## src/rtl/bist_seq_pkg.sv

```systemverilog
package bist_seq_pkg;
   typedef enum logic [1:0] {
      ST_IDLE = 2'd0,
      ST_LOAD = 2'd1,
      ST_RUN  = 2'd2,
      ST_DONE = 2'd3
   } seq_state_t;
endpackage

```

## src/rtl/bss_sess_table.sv

```systemverilog
// Decodes the current session: member mask, summed power, longest length.
module bss_sess_table #(
   parameter int unsigned NUM_TESTS = 6,
   parameter int unsigned NUM_SESS  = 3,
   parameter int unsigned PWR_W     = 4,
   parameter int unsigned LEN_W     = 8,
   parameter int unsigned SUM_W     = 7,
   parameter int unsigned SIDX_W    = 2,
   parameter logic [NUM_TESTS*PWR_W-1:0]    TEST_PWR  = '0,
   parameter logic [NUM_TESTS*LEN_W-1:0]    TEST_LEN  = '0,
   parameter logic [NUM_SESS*NUM_TESTS-1:0] SESS_MASK = '0
) (
   input  logic [SIDX_W-1:0]    sess_idx,
   output logic [NUM_TESTS-1:0] mask,
   output logic [SUM_W-1:0]     pwr_sum,
   output logic [LEN_W-1:0]     max_len
);
   always_comb begin
      mask = '0;
      for (int s = 0; s < NUM_SESS; s++) begin
         if (sess_idx == SIDX_W'(s)) mask = SESS_MASK[s*NUM_TESTS +: NUM_TESTS];
      end
   end

   always_comb begin
      pwr_sum = '0;
      max_len = '0;
      for (int t = 0; t < NUM_TESTS; t++) begin
         if (mask[t]) begin
            pwr_sum = pwr_sum + SUM_W'(TEST_PWR[t*PWR_W +: PWR_W]);
            if (TEST_LEN[t*LEN_W +: LEN_W] > max_len) max_len = TEST_LEN[t*LEN_W +: LEN_W];
         end
      end
   end
endmodule

```

## src/rtl/bss_lane.sv

```systemverilog
// One test lane: seed pulse and run enable held for the test's own length.
module bss_lane #(
   parameter int unsigned LEN_W = 8,
   parameter int unsigned LEN   = 10
) (
   input  logic             clk,
   input  logic             rst,
   input  logic             arm,
   input  logic             run,
   input  logic [LEN_W-1:0] cnt,
   input  logic             pass_in,
   output logic             en,
   output logic             seed,
   output logic             fail_fin
);
   localparam logic [LEN_W-1:0] LAST = LEN_W'(LEN);

   logic last_cyc;
   assign last_cyc = run && en && (cnt == LAST);
   assign fail_fin = last_cyc && !pass_in;

   always_ff @(posedge clk) begin
      if (rst) begin
         en   <= 1'b0;
         seed <= 1'b0;
      end else begin
         seed <= arm;
         if (arm)           en <= 1'b1;
         else if (last_cyc) en <= 1'b0;
      end
   end
endmodule

```

## src/rtl/bss_ctrl.sv

```systemverilog
// Run sequencing: load/budget check, cycle count, session advance, result.
module bss_ctrl
   import bist_seq_pkg::*;
#(
   parameter int unsigned NUM_SESS     = 3,
   parameter int unsigned SIDX_W       = 2,
   parameter int unsigned LEN_W        = 8,
   parameter int unsigned SUM_W        = 7,
   parameter int unsigned POWER_BUDGET = 4
) (
   input  logic              clk,
   input  logic              rst,
   input  logic              start,
   input  logic [SUM_W-1:0]  pwr_sum,
   input  logic [LEN_W-1:0]  max_len,
   input  logic              any_fail,
   output logic [SIDX_W-1:0] sess_idx,
   output logic [LEN_W-1:0]  cnt,
   output logic              arm,
   output logic              run,
   output logic              busy,
   output logic              done,
   output logic              pass,
   output logic              err
);
   localparam logic [SIDX_W-1:0] LAST_SESS = SIDX_W'(NUM_SESS - 1);

   seq_state_t state;
   logic       fits;

   assign fits = (32'(pwr_sum) <= POWER_BUDGET);
   assign arm  = (state == ST_LOAD) && fits;
   assign run  = (state == ST_RUN);
   assign busy = (state != ST_IDLE);
   assign done = (state == ST_DONE);

   always_ff @(posedge clk) begin
      if (rst) begin
         state    <= ST_IDLE;
         sess_idx <= '0;
         cnt      <= '0;
         err      <= 1'b0;
         pass     <= 1'b0;
      end else begin
         case (state)
            ST_IDLE: if (start) begin
               state    <= ST_LOAD;
               sess_idx <= '0;
               err      <= 1'b0;
               pass     <= 1'b1;
            end
            ST_LOAD: if (fits) begin
               cnt   <= LEN_W'(1);
               state <= ST_RUN;
            end else begin
               err   <= 1'b1;
               pass  <= 1'b0;
               state <= ST_IDLE;
            end
            ST_RUN: begin
               cnt <= cnt + 1'b1;
               if (any_fail) pass <= 1'b0;
               if (cnt == max_len) begin
                  if (sess_idx == LAST_SESS) state <= ST_DONE;
                  else begin
                     sess_idx <= sess_idx + 1'b1;
                     state    <= ST_LOAD;
                  end
               end
            end
            default: state <= ST_IDLE;
         endcase
      end
   end
endmodule

```

## src/rtl/bist_session_seq.sv

```systemverilog
module bist_session_seq #(
   parameter int unsigned NUM_TESTS    = 6,
   parameter int unsigned NUM_SESS     = 3,
   parameter int unsigned PWR_W        = 4,
   parameter int unsigned LEN_W        = 8,
   parameter int unsigned RES_W        = 9,
   parameter int unsigned POWER_BUDGET = 4,
   // per-test fields, test 0 in the low slice
   parameter logic [NUM_TESTS*PWR_W-1:0] TEST_PWR =
      {4'd1, 4'd2, 4'd1, 4'd1, 4'd1, 4'd2},
   parameter logic [NUM_TESTS*LEN_W-1:0] TEST_LEN =
      {8'd100, 8'd10, 8'd5, 8'd10, 8'd10, 8'd100},
   parameter logic [NUM_TESTS*RES_W-1:0] TEST_RES =
      {9'h014, 9'h101, 9'h0C0, 9'h030, 9'h00C, 9'h003},
   // session 0 in the low slice; run order is slice order
   parameter logic [NUM_SESS*NUM_TESTS-1:0] SESS_MASK =
      {6'b100001, 6'b010010, 6'b001100}
) (
   input  logic                 clk,
   input  logic                 rst,
   input  logic                 start,
   input  logic [NUM_TESTS-1:0] test_pass,
   output logic [NUM_TESTS-1:0] run_en,
   output logic [NUM_TESTS-1:0] seed_ld,
   output logic                 busy,
   output logic                 done,
   output logic                 pass,
   output logic                 err
);
   localparam int unsigned SUM_W  = PWR_W + $clog2(NUM_TESTS + 1);
   localparam int unsigned SIDX_W = (NUM_SESS > 1) ? $clog2(NUM_SESS) : 1;

   function automatic bit members_ok();
      for (int t = 0; t < NUM_TESTS; t++) begin
         int hits = 0;
         for (int s = 0; s < NUM_SESS; s++) hits += int'(SESS_MASK[s*NUM_TESTS + t]);
         if (hits != 1) return 1'b0;
      end
      return 1'b1;
   endfunction

   function automatic bit resources_ok();
      for (int s = 0; s < NUM_SESS; s++)
         for (int i = 0; i < NUM_TESTS; i++)
            for (int j = i + 1; j < NUM_TESTS; j++)
               if (SESS_MASK[s*NUM_TESTS + i] && SESS_MASK[s*NUM_TESTS + j] &&
                   ((TEST_RES[i*RES_W +: RES_W] & TEST_RES[j*RES_W +: RES_W]) != '0))
                  return 1'b0;
      return 1'b1;
   endfunction

   function automatic bit lengths_ok();
      for (int t = 0; t < NUM_TESTS; t++)
         if (TEST_LEN[t*LEN_W +: LEN_W] == '0) return 1'b0;
      return 1'b1;
   endfunction

   generate
      if (NUM_TESTS < 1 || NUM_SESS < 1) begin : g_bad_size
         $error("bist_session_seq: need at least one test and one session");
      end
      if (!members_ok()) begin : g_bad_members
         $error("bist_session_seq: each test must belong to exactly one session");
      end
      if (!resources_ok()) begin : g_bad_resources
         $error("bist_session_seq: tests sharing a resource placed in one session");
      end
      if (!lengths_ok()) begin : g_bad_length
         $error("bist_session_seq: test length of zero");
      end
   endgenerate

   logic [SIDX_W-1:0]    sess_idx;
   logic [NUM_TESTS-1:0] sess_mask;
   logic [SUM_W-1:0]     pwr_sum;
   logic [LEN_W-1:0]     max_len;
   logic [LEN_W-1:0]     cnt;
   logic                 arm, run;
   logic [NUM_TESTS-1:0] fail_fin;

   bss_sess_table #(
      .NUM_TESTS(NUM_TESTS), .NUM_SESS(NUM_SESS), .PWR_W(PWR_W), .LEN_W(LEN_W),
      .SUM_W(SUM_W), .SIDX_W(SIDX_W), .TEST_PWR(TEST_PWR), .TEST_LEN(TEST_LEN),
      .SESS_MASK(SESS_MASK)
   ) u_table (
      .sess_idx(sess_idx), .mask(sess_mask), .pwr_sum(pwr_sum), .max_len(max_len)
   );

   bss_ctrl #(
      .NUM_SESS(NUM_SESS), .SIDX_W(SIDX_W), .LEN_W(LEN_W), .SUM_W(SUM_W),
      .POWER_BUDGET(POWER_BUDGET)
   ) u_ctrl (
      .clk(clk), .rst(rst), .start(start), .pwr_sum(pwr_sum), .max_len(max_len),
      .any_fail(|fail_fin), .sess_idx(sess_idx), .cnt(cnt), .arm(arm), .run(run),
      .busy(busy), .done(done), .pass(pass), .err(err)
   );

   generate
      for (genvar t = 0; t < NUM_TESTS; t++) begin : g_lane
         bss_lane #(
            .LEN_W(LEN_W), .LEN(int'(TEST_LEN[t*LEN_W +: LEN_W]))
         ) u_lane (
            .clk(clk), .rst(rst), .arm(arm && sess_mask[t]), .run(run), .cnt(cnt),
            .pass_in(test_pass[t]), .en(run_en[t]), .seed(seed_ld[t]),
            .fail_fin(fail_fin[t])
         );
      end
   endgenerate
endmodule

```

## config.mk

```make
export PLATFORM = sky130hd
export DESIGN_NAME = bist_session_seq
export DESIGN_NICKNAME = d
export VERILOG_FILES = /design/src/rtl/bist_seq_pkg.sv /design/src/rtl/bss_sess_table.sv /design/src/rtl/bss_lane.sv /design/src/rtl/bss_ctrl.sv /design/src/rtl/bist_session_seq.sv
export SDC_FILE = /design/constraint.sdc
export NUM_CORES = 1
export LEC_CHECK = 0
export ABC_AREA = 1
export BUFFER_PORTS_ARGS = -buffer_cell sky130_fd_sc_hd__buf_2
export CORE_MARGIN = 5
export CORE_UTILIZATION = 35
export DETAILED_ROUTE_END_ITERATION = 10
export PLACE_DENSITY = 0.63
export SLEW_MARGIN = 20
export SYNTH_ARGS = -nofsm -noshare
export SYNTH_HDL_FRONTEND = slang
export SYNTH_SLANG_ARGS = --single-unit
export TNS_END_PERCENT = 30
```

## constraint.sdc

```tcl
create_clock -name clk -period 4.3 [get_ports clk]
set_input_delay 0.43 -clock clk [delete_from_list [all_inputs] [get_ports clk]]
set_output_delay 0.43 -clock clk [all_outputs]
set_load 0.02 [all_outputs]
```

==> flow_summary.json <==
{
  "max_cap_viol_count": 0,
  "cts_setup_buffers": 0,
  "swShare": 0.457,
  "ctsHoldBuffers": 0,
  "track_usage": 0.114,
  "path_buf_inv": 1,
  "crit_top_cell": "nor2_1",
  "gp_congestion": 0.788,
  "criticalPathCategory": "reg -> reg",
  "async_reset_ff_frac": 0,
  "die_h_um": 74.3,
  "synth_area_sq_um": 1450,
  "ios": 25,
  "clk_pin_slew_worst_paths_ns": 0.09,
  "tns_ns": 0,
  "seq_area_frac_synth": 0.318,
  "min_period_ns": 1.82,
  "setup_viol": 0,
  "die_width_um": 74.3,
  "worst_slew_pin_slew_ns": 0.527,
  "grt_pass1_vias": 1160,
  "filler_cell_count": 427,
  "antenna_found_initial": 0,
  "fmax_ghz": 0.550,
  "ant_nets": 0,
  "relSlewSlack": 0.648,
  "synth_top_area_frac": 0.318,
  "synthCells": 208,
  "grt_max_degree": 15,
  "max_stage_delay_ns": 0.50,
  "htreeDepth": 1,
  "start_util": 0.362,
  "required_ns": 4.47,
  "cts_made_buffers": 3,
  "cts_buffer_depth": 2,
  "dieArea_sq_um": 5530,
  "ys_types": 26,
  "switching_power_w": 0.000412,
  "synth.ff_latch_count": 23,
  "finalClockSkew_ns": 0.00936,
  "synth_area_leader_cell": "dfxtp_1",
  "dp_hpwl_um": 2340,
  "synthFlopType": "dfxtp_1",
  "grt_pass1_wl_um": 4940,
  "cts_tree": "built",
  "ctsResizeCount": 0,
  "synth_common_cells": "nand2_1 (42), nor2_1 (35), inv_1 (27)",
  "end_kind": "flip-flop",
  "crit_path_max_fanout": 14,
  "finalHoldViolCount": 0,
  "final_nets": 246,
  "crit_chain": "inv_1, ha_1, nand3_1, nor2_1, nand3_1, nor2_1, nor2_1, nand2_1, nand3_1, nand2_1, nor2_1",
  "synth_area_leaders": "dfxtp_1 (32%), ha_1 (13%), nand2_1 (11%), nor2_1 (9.1%), inv_1 (7.0%)",
  "place_inst": 267,
  "stdcell_count": 271,
  "firstDrtPassIters": 4,
  "cts_sinks": 23,
  "fin_crit_sh": 0.423,
  "avgRoutedWirePerCell_um": 10.9,
  "power_frac_comb": 0.509,
  "seq_power_share": 0.338,
  "syn_avg_cell_area_sq_um": 6.97,
  "drt-vias-per-instance": 4.77,
  "grt_overflow": 0,
  "synth.most_common_cell": "nand2_1",
  "outcome": "completed",
  "rsz0062_at_grt": "false",
  "synth.net_count": 232,
  "drtIter0Drc": 69,
  "powerDensity_nw_per_um2": 576,
  "power.share.clock": 0.153,
  "cpLargestDelayFamily": "simple AND/OR/NAND/NOR gates",
  "fp-row-count": 23,
  "min_path_type": "in -> reg",
  "startpoint_type": "flip-flop",
  "yosysWarnings": 0,
  "drc": 0,
  "synth-edff-count": 0,
  "vdd.ir_drop.worst_mv": 0.202,
  "cts_root_buf": "clkbuf_8",
  "finalWirelength_um": 2960,
  "p_leak_nw": 0.760,
  "vias": 1292,
  "coreArea_sq_um": 4000,
  "drive_above_1_share": 0.154,
  "io_buffers": 24,
  "finalMaxSlewViolations": 0,
  "crit_arrival_ns": 1.99,
  "diodes": 0,
  "p_int_w": 0.000490,
  "clk_latency_ns": 0.27,
  "cp_slowest_cell": "ha_1",
  "syn_to_final_growth_pct": 8.03
}
[cell usage in the layout (no fill, tap or decap)]
cell / count
nand2_2: 2
inv_1: 27
a211oi_1: 1
nand3_2: 1
nand2_1: 42
nor2_2: 1
dfxtp_1: 23
a21oi_1: 8
a31oi_1: 1
buf_2: 24
clkbuf_1: 1
a311oi_1: 1
nor2_1: 35
nor3b_1: 2
clkbuf_8: 3
nand3b_1: 1
clkinv_1: 1
nand3_1: 12
nor4_1: 1
ha_1: 15
o21ai_0: 7
o22ai_1: 3
a31o_2: 3
nor3_1: 1
o21ai_1: 1
nand4_1: 4
[sequential cells by signal (all words and copies together), names as in the netlist]
signal / count
g_lane.u_lane.en: 6
g_lane.u_lane.seed: 3
u_ctrl.cnt: 8
u_ctrl.err: 1
u_ctrl.pass: 1
u_ctrl.sess_idx: 2
u_ctrl.state: 2
[routing by layer]
metal	routed length, um	global-route usage	vias to the layer above
met3	174	0.0176	2
met4	36	0.0415	0
li1	-	-	682
met1	1380	0.145	579
met2	1360	0.197	29
met5	0	0	-
[power groups by stage]
| stage | sequential [W] | combinational, W | clock (W) |
|---|---|---|---|
| after floorplan | 0.000310 | 0.000380 | 0 |
| after global placement | 0.000309 | 0.000459 | 0 |
| after detailed placement | 0.000310 | 0.000461 | 0 |
| after CTS | 0.000305 | 0.000461 | 0.000137 |
| after global routing | 0.000313 | 0.000539 | 0.000147 |
| final | 0.000305 | 0.000459 | 0.000138 |
[final timing paths]
path                                           from                    end  slack [ns]  cells past startpoint
worst min-delay path                            rst  g_lane[4].u_lane.seed        0.42                      2
worst max-delay path                u_ctrl.state[0]            u_ctrl.pass        2.48                     11
worst max register to register      u_ctrl.state[0]            u_ctrl.pass        2.48                     11
worst min register to register  g_lane[2].u_lane.en    g_lane[2].u_lane.en        0.50                      2
[through the flow]
step / power, W / instance area (sq um) / utilization / hold slack [ns] / worst slack, ns
finish: 0.000901 / 1570 / 0.391 / 0.420 / 2.48
detailed placement: 0.000770 / 1520 / 0.380 / 0.486 / 2.51
global route: 0.000999 / 1570 / 0.391 / 0.438 / 2.30
CTS: 0.000903 / 1570 / 0.391 / 0.426 / 2.50
floorplan: 0.000690 / 1450 / - / 0.458 / 2.72
global placement: 0.000768 / 1520 / 0.380 / 0.486 / 2.52
[kinds of logic (layout without fill, tap and decap cells)]
kind of cell	count (synthesis)	count (layout)	synth area share
compound gates	25	25	0.102
fa+ha+maj	15	15	0.130
buf+inv	43	56	0.149
flops	23	23	0.318
simple gates	102	102	0.301
[worst register-to-register path: stages (launching register included)]
cell and delay [ns]:
dfxtp_1 0.35, inv_1 0.11, ha_1 0.50, nand3_1 0.14, nor2_1 0.10, nand3_1 0.10
nor2_1 0.11, nor2_1 0.05, nand2_1 0.09, nand3_1 0.07, nand2_1 0.06, nor2_1 0.04
[cell type report]
cell class                 count  area [sq um]  area share
clock buffer                   4          45.0      0.0288
multi-input combinational    142           772       0.493
tap                           50          62.6      0.0400
inverter                      28           105      0.0671
sequential                    23           460       0.294
timing repair buffer          24           120      0.0767
Power figures use the tool's default switching activity.
